===== config.mk =====
export PLATFORM = sky130hd
export DESIGN_NAME = ffemu_top
export DESIGN_NICKNAME = d
export VERILOG_FILES = /design/src/rtl/ffemu_pkg.sv /design/src/rtl/ffemu_sampler.sv /design/src/rtl/ffemu_resolver.sv /design/src/rtl/ffemu_top.sv
export SDC_FILE = /design/constraint.sdc
export NUM_CORES = 1
export LEC_CHECK = 0
export CAP_MARGIN = 20
export CELL_PAD_IN_SITES_DETAIL_PLACEMENT = 0
export CELL_PAD_IN_SITES_GLOBAL_PLACEMENT = 1
export CORE_MARGIN = 5
export CORE_UTILIZATION = 40
export CTS_BUF_LIST = sky130_fd_sc_hd__clkbuf_8
export CTS_CLUSTER_SIZE = 28
export DETAILED_ROUTE_END_ITERATION = 10
export GPL_ROUTABILITY_DRIVEN = 0
export PLACE_DENSITY_LB_ADDON = 0.1
export RECOVER_POWER = 100
export REMOVE_ABC_BUFFERS = 1
export SETUP_SLACK_MARGIN = 0.05
export SYNTH_ARGS = -nofsm -noshare
export SYNTH_HDL_FRONTEND = slang
export SYNTH_HIERARCHICAL = 1
export SYNTH_SLANG_ARGS = --single-unit

===== constraint.sdc =====
create_clock -name gclk -period 1.88 [get_ports gclk]
set_input_delay 0.376 -clock gclk [delete_from_list [all_inputs] [get_ports gclk]]
set_output_delay 0.376 -clock gclk [all_outputs]
set_load 0.02 [all_outputs]

===== src/rtl/ffemu_pkg.sv =====
package ffemu_pkg;
    typedef enum logic [2:0] {
        SRC_HOLD = 3'd0,
        SRC_EDGE = 3'd1,
        SRC_PLD  = 3'd2,
        SRC_PHI  = 3'd3,
        SRC_PLO  = 3'd4,
        SRC_LD   = 3'd5,
        SRC_HI   = 3'd6,
        SRC_LO   = 3'd7
    } upd_src_e;
endpackage


===== src/rtl/ffemu_sampler.sv =====
module ffemu_sampler #(
    parameter int WIDTH = 8
) (
    input  logic             gclk,
    input  logic             rst_n,
    input  logic             data_clk,
    input  logic             force_hi,
    input  logic             force_lo,
    input  logic             load_en,
    input  logic [WIDTH-1:0] load_val,
    input  logic [WIDTH-1:0] din,
    input  logic [WIDTH-1:0] q_now,
    output logic             clk_s,
    output logic             hi_s,
    output logic             lo_s,
    output logic             ld_s,
    output logic [WIDTH-1:0] ldv_s,
    output logic [WIDTH-1:0] din_s,
    output logic [WIDTH-1:0] q_s
);
    // defined reset values; clock copy at 1 so no edge is seen first
    always_ff @(posedge gclk or negedge rst_n) begin
        if (!rst_n) begin
            clk_s <= 1'b1;
            hi_s  <= 1'b0;
            lo_s  <= 1'b0;
            ld_s  <= 1'b0;
            ldv_s <= '0;
            din_s <= '0;
            q_s   <= '0;
        end else begin
            clk_s <= data_clk;
            hi_s  <= force_hi;
            lo_s  <= force_lo;
            ld_s  <= load_en;
            ldv_s <= load_val;
            din_s <= din;
            q_s   <= q_now;
        end
    end

    assert_reset_idle_R1: assert property (@(posedge gclk)
        !rst_n |=> (clk_s && !hi_s && !lo_s && !ld_s && q_s == '0));
endmodule


===== src/rtl/ffemu_resolver.sv =====
module ffemu_resolver
    import ffemu_pkg::*;
#(
    parameter int WIDTH = 8
) (
    input  logic             data_clk,
    input  logic             force_hi,
    input  logic             force_lo,
    input  logic             load_en,
    input  logic [WIDTH-1:0] load_val,
    input  logic             clk_s,
    input  logic             hi_s,
    input  logic             lo_s,
    input  logic             ld_s,
    input  logic [WIDTH-1:0] ldv_s,
    input  logic [WIDTH-1:0] din_s,
    input  logic [WIDTH-1:0] q_s,
    output logic [WIDTH-1:0] q_res
);
    upd_src_e src;
    logic     rise;

    assign rise = !clk_s && data_clk;

    // selection: current controls first, then sampled ones, then the edge
    always_comb begin
        if (force_lo)      src = SRC_LO;
        else if (force_hi) src = SRC_HI;
        else if (load_en)  src = SRC_LD;
        else if (lo_s)     src = SRC_PLO;
        else if (hi_s)     src = SRC_PHI;
        else if (ld_s)     src = SRC_PLD;
        else if (rise)     src = SRC_EDGE;
        else               src = SRC_HOLD;
    end

    always_comb begin
        unique case (src)
            SRC_LO:   q_res = '0;
            SRC_HI:   q_res = '1;
            SRC_LD:   q_res = load_val;
            SRC_PLO:  q_res = '0;
            SRC_PHI:  q_res = '1;
            SRC_PLD:  q_res = ldv_s;
            SRC_EDGE: q_res = din_s;
            SRC_HOLD: q_res = q_s;
            default:  q_res = q_s;
        endcase
    end
endmodule


===== src/rtl/ffemu_top.sv =====
module ffemu_top #(
    parameter int WIDTH = 8
) (
    input  logic             gclk,
    input  logic             rst_n,
    input  logic             data_clk,
    input  logic             force_hi,
    input  logic             force_lo,
    input  logic             load_en,
    input  logic [WIDTH-1:0] load_val,
    input  logic [WIDTH-1:0] din,
    output logic [WIDTH-1:0] qout
);
    logic             clk_s, hi_s, lo_s, ld_s;
    logic [WIDTH-1:0] ldv_s, din_s, q_s;

    ffemu_sampler #(.WIDTH(WIDTH)) u_sampler (
        .gclk(gclk), .rst_n(rst_n), .data_clk(data_clk),
        .force_hi(force_hi), .force_lo(force_lo), .load_en(load_en),
        .load_val(load_val), .din(din), .q_now(qout),
        .clk_s(clk_s), .hi_s(hi_s), .lo_s(lo_s), .ld_s(ld_s),
        .ldv_s(ldv_s), .din_s(din_s), .q_s(q_s)
    );

    ffemu_resolver #(.WIDTH(WIDTH)) u_resolver (
        .data_clk(data_clk), .force_hi(force_hi), .force_lo(force_lo),
        .load_en(load_en), .load_val(load_val),
        .clk_s(clk_s), .hi_s(hi_s), .lo_s(lo_s), .ld_s(ld_s),
        .ldv_s(ldv_s), .din_s(din_s), .q_s(q_s), .q_res(qout)
    );

    assert_lo_zero_R3: assert property (@(posedge gclk) disable iff (!rst_n)
        force_lo |-> qout == '0);

    assert_hi_ones_R4: assert property (@(posedge gclk) disable iff (!rst_n)
        (force_hi && !force_lo) |-> qout == '1);

    assert_load_follow_R5: assert property (@(posedge gclk) disable iff (!rst_n)
        (load_en && !force_hi && !force_lo) |-> qout == load_val);

    assert_load_fall_R6: assert property (@(posedge gclk) disable iff (!rst_n)
        ($past(rst_n) && $fell(load_en) && !force_hi && !force_lo
         && !$past(force_hi) && !$past(force_lo)) |-> qout == $past(load_val));

    assert_lo_fall_hi_rise_R7: assert property (@(posedge gclk) disable iff (!rst_n)
        ($past(rst_n) && $fell(force_lo) && $rose(force_hi)) |-> qout == '1);

    assert_edge_capture_R2: assert property (@(posedge gclk) disable iff (!rst_n)
        ($past(rst_n) && $rose(data_clk) && !force_hi && !force_lo && !load_en
         && !$past(force_hi) && !$past(force_lo) && !$past(load_en))
        |-> qout == $past(din));

    assert_hold_R2: assert property (@(posedge gclk) disable iff (!rst_n)
        ($past(rst_n) && !$rose(data_clk) && !force_hi && !force_lo && !load_en
         && !$past(force_hi) && !$past(force_lo) && !$past(load_en))
        |-> qout == $past(qout));
endmodule


# Word level (Yosys, flattened, before mapping)
# Cells that the tools add are included.
[op_classes] muxes=8 n_reduce_logical=5 n_eq_ne=7
[op_table] op="8-bit case mux with 6 select lines" count=1
[op_table] op="3-bit two-way mux" count=6
[op_table] op="3-bit == test, second input constant" count=4
[op_table] op="3-bit by 2-bit == test with 1-bit output, second input constant" count=2
[op_table] op="2-bit OR reduction" count=2
[op_table] op="3-bit by 1-bit == test with 1-bit output, second input constant" count=1
[op_table] op="3-bit zero test" count=1
[op_table] op="1-bit logical AND" count=1
[op_table] op="1-bit zero test" count=1
[op_table] op="1-bit two-way mux" count=1
[totals] reg_bits=28 wordCells=27

# Depth between registers and ports, before layout
[logic_depth] word_depth=12 mapped_depth=4 ltp_nobuf=3

# Cells and area by module
# Netlist, hierarchy kept.
[by_module_without_submodules] mod="ffemu_sampler" cells_per_inst=28 area_per_inst_um2=701.9 instances=1
[by_module_without_submodules] mod="ffemu_resolver" cells_per_inst=51 area_per_inst_um2=446.7 instances=1

# Worst setup path before layout
# No wires, ideal clock.
[synth_path] path_kind="reg-to-output" from="register u_sampler.clk_s" to="output port qout[0]" stages_incl_launch_ff=5 arrival_ns=1.530 slack_ns=-0.026 path_cell_list="dfstp_2 nand2b_1 buf_6 a221oi_2 a221oi_1"
[synth_via] elab_chain_len=12
[synth_lines] element="start: declaration" line="ffemu_sampler.sv:13" text="output logic clk_s,"
[synth_lines] element="start signal: assignment" line="ffemu_sampler.sv:32" text="clk_s <= data_clk;"
[synth_lines] element="1-bit zero test (*)" line="ffemu_resolver.sv:23" text="assign rise = !clk_s && data_clk;"
[synth_lines] element="1-bit logical AND (*)" line="ffemu_resolver.sv:23"
[synth_lines] element="1-bit two-way mux (*)" line="ffemu_resolver.sv:33" text="else if (rise) src = SRC_EDGE;"
[synth_lines] element="3-bit two-way mux (*)" line="ffemu_resolver.sv:32" text="else if (ld_s) src = SRC_PLD;"
[synth_lines] element="3-bit two-way mux (*)" line="ffemu_resolver.sv:31" text="else if (hi_s) src = SRC_PHI;"
[synth_lines] element="3-bit two-way mux (*)" line="ffemu_resolver.sv:30" text="else if (lo_s) src = SRC_PLO;"
[synth_lines] element="3-bit two-way mux (*)" line="ffemu_resolver.sv:29" text="else if (load_en) src = SRC_LD;"
[synth_lines] element="3-bit two-way mux (*)" line="ffemu_resolver.sv:28" text="else if (force_hi) src = SRC_HI;"
[synth_lines] element="3-bit two-way mux (*)" line="ffemu_resolver.sv:27" text="if (force_lo) src = SRC_LO;"
[synth_lines] element="3-bit == test / 3-bit by 2-bit == test with 1-bit output (equally long branches)" line="ffemu_resolver.sv:38" text="unique case (src)"
[synth_lines] element="2-bit OR reduction (no line)"
[synth_lines] element="8-bit case mux with 6 select lines (*)" line="ffemu_resolver.sv:38"
[synth_lines] element="end: declaration" line="ffemu_top.sv:12" text="output logic [WIDTH-1:0] qout"
# Mark *: on every way between the ends. The rest lies on a longest branch, timed or not.

# Worst setup path after layout
[layout_path] from="register u_sampler.clk_s" to="output port qout[2]"
# Same word-level chain as after synthesis.

==> impl_metrics.toml <==
[run_status]
outcome = "complete, but fails checks"
violations = "negative setup slack"

[timing]
fmax_ghz = 0.485
rsz0062_at_grt = "true"
slew_headroom_pct = 53.7
finalCritPeriodShare_pct = 110
finalHoldViolCount = 0
drv_slew = 0
worst_slew_pin_slew_ns = 0.694
min_period_ns = 2.06
whs_ns = 0.374
fin_ws_ns = -0.180
fin_skew_ns = 0.00881
setup_viol = 8

[yosys]
syn_inst = 79
synth.largest_area_cell = "dfrtp_1"
synth_ff_type = "dfrtp_1"
synth_common_cells = "dfrtp_1 (27), a221oi_1 (8), a221oi_2 (8), nand2_1 (8), nor2b_1 (8)"
yosysMostFrequentCell = "dfrtp_1"
synth_area_leaders = "dfrtp_1 (59%), a221oi_2 (10%), a221oi_1 (6.1%)"
synth_top_area_share_pct = 58.8
synth-seq-cells = 28
syn_area_per_cell_um2 = 14.5
synth_enable_flop_cells = 0
synth_cell_types = 15
synthesis.area_mm2 = 0.00115
ys_async_sr_fraction_pct = 100
yosys_warnings = 6
yosysSeqAreaShare_pct = 61.1

[global_route]
grt_pass1_wl_um = 4400
antenna_found_initial = 0
grt_use_total_pct = 13.9
grt_max_degree = 29
grt_pass1_vias = 936
grt-ovfl-total = 0

[pwr]
worst_ir_drop_vdd_v = 0.000483
p_total_mw = 1.38
powerDensity_mw_per_mm2 = 790
power_leakage_nw = 0.764

[setup_path]
path_class = "reg2out"
worstPathArrival_ns = 1.68
startpoint_type = "flip-flop"
endpoint_kind = "output port"
path_max_fanout = 3
required_ns = 1.50

[routing]
drtPass1Iterations = 4
route.met3.wl_um = 110
routed.top_layer = "met4"
drt_iter0_markers = 24
wire_per_inst_um = 18.0
wl_um = 2850
vias = 861
routed-wl-met2_um = 1420
avgViaCountPerCell = 5.45
antenna_left = 0
wirelength_met1_um = 1290
drc = 0

[clocking]
cts-buffers-inserted = 3
clk_latency_ns = 0.28
cts_tree = "yes"
cts-root-buf = "clkbuf_8"
cts.path.max_buffers = 2
cts.sinks = 28
htreeDepth = 1
ctsHoldBuffers = 0
clk_pin_slew_ns = 0.10

[die]
die_y_um = 63.6
core-area_mm2 = 0.00276
start_util_pct = 41.7
dieArea_mm2 = 0.00404
std_cell_rows = 19
pin_count = 30
die_x_um = 63.6

[final_layout]
final_layout_size_suffix_gt1_share_pct = 46.5
finalCoreUtilization_pct = 63.2
nFillCells = 226
area_growth_syn_to_layout_pct = 51.9
nNetsFinal = 150
antenna_cells = 0

[run]
maxCapViolations = 0

[placed_design]
portBuffers = 29
dp_hpwl_um = 1850

[min_path]
hp-class = "in2reg"
## worst paths after layout
check	start	end	slack, ns	depth (start not counted)
setup / recovery	u_sampler/clk_s	qout[2]	-0.18	5
hold / removal	force_hi	u_sampler/hi_s	0.37	1
setup reg to reg	u_sampler/clk_s	u_sampler/q_s[2]	0.40	5
hold reg to reg	u_sampler/ldv_s[6]	u_sampler/q_s[6]	0.74	2
max in group asynchronous	rst_n	u_sampler/q_s[4]	0.78	2
min in group asynchronous	rst_n	u_sampler/q_s[6]	0.66	2
## cell usage in the layout (no fill, tap or decap), drive strengths merged
| master | Yosys | layout |
|---|---|---|
| and4bb | 8 | 8 |
| a21o | 1 | 1 |
| nor2 | 3 | 3 |
| dfrtp | 27 | 27 |
| dlygate4sd2 | 0 | 3 |
| buf | 4 | 27 |
| dlygate4sd3 | 0 | 17 |
| dfstp | 1 | 1 |
| nand2b | 2 | 2 |
| bufinv | 0 | 1 |
| nand2 | 8 | 8 |
| clkdlybuf4s50 | 0 | 1 |
| clkbuf | 1 | 4 |
| a221oi | 16 | 16 |
| nor2b | 8 | 8 |
## flip-flops by register name, indices dropped and copies added, names as in the netlist
register and flops:
u_sampler/din_s 8, u_sampler/ldv_s 8, u_sampler/q_s 8, u_sampler/clk_s 1, u_sampler/hi_s 1, u_sampler/ld_s 1, u_sampler/lo_s 1
## per-layer routing
metal  track usage, %  vias up
met2             22.1       22
li1                 -      395
met4             3.90        0
met5                0        -
met1             18.7      440
met3             3.73        4
## worst max-delay path, cell delays in order (launching register included)
cell and delay, ns:
dfstp_2 0.57, buf_4 0.12, and4bb_2 0.23, a221oi_2 0.21, a221oi_2 0.11, buf_4 0.17
## final cells by class
| class | instances | area [µm²] | area share, % |
|---|---|---|---|
| Timing Repair Buffer | 49 | 444 | 25.5 |
| Multi-Input combinational cell | 46 | 488 | 28.0 |
| Clock inverter | 1 | 30.0 | 1.72 |
| Clock buffer | 3 | 41.3 | 2.37 |
| Sequential cell | 28 | 702 | 40.2 |
| Tap cell | 31 | 38.8 | 2.22 |
## stage by stage
| step | setup TNS, ns | setup slack (ns) | std cells | cell area (µm²) |
|---|---|---|---|---|
| finish | -1.24 | -0.180 | 158 | 1740 |
| global route | -1.88 | -0.260 | 158 | 1740 |
| CTS | -1.22 | -0.167 | 152 | 1680 |
| detailed placement | -6.96 | -0.890 | 145 | 1520 |
| global placement | -6.73 | -0.875 | 145 | 1520 |
| floorplan | -1.59 | -0.202 | 74 | 1100 |
## repair_timing
item | in CTS | in global routing
resized for setup | 68 | 11
gates cloned | 0 | 0
pin swaps | 11 | 4
buffers inserted | 3 | 6
setup endpoints to repair | 8 | 8
## where the power goes
part	internal [mW]	switching [mW]	total [mW]
sequential	0.637	0.0116	0.649
combinational	0.132	0.120	0.251
clock	0.285	0.192	0.477
total	1.05	0.323	1.38
## logic make-up (layout without fill, tap and decap cells)
logic type,count (synthesis),after routing,synth area share [%]
and+or+nand+nor,29,29,17.8
buffers and inverters,5,53,3.92
DFF,28,28,61.1
AOI/OAI and AO/OA,17,17,17.2
Note: power is estimated with default switching activity, not from simulation.
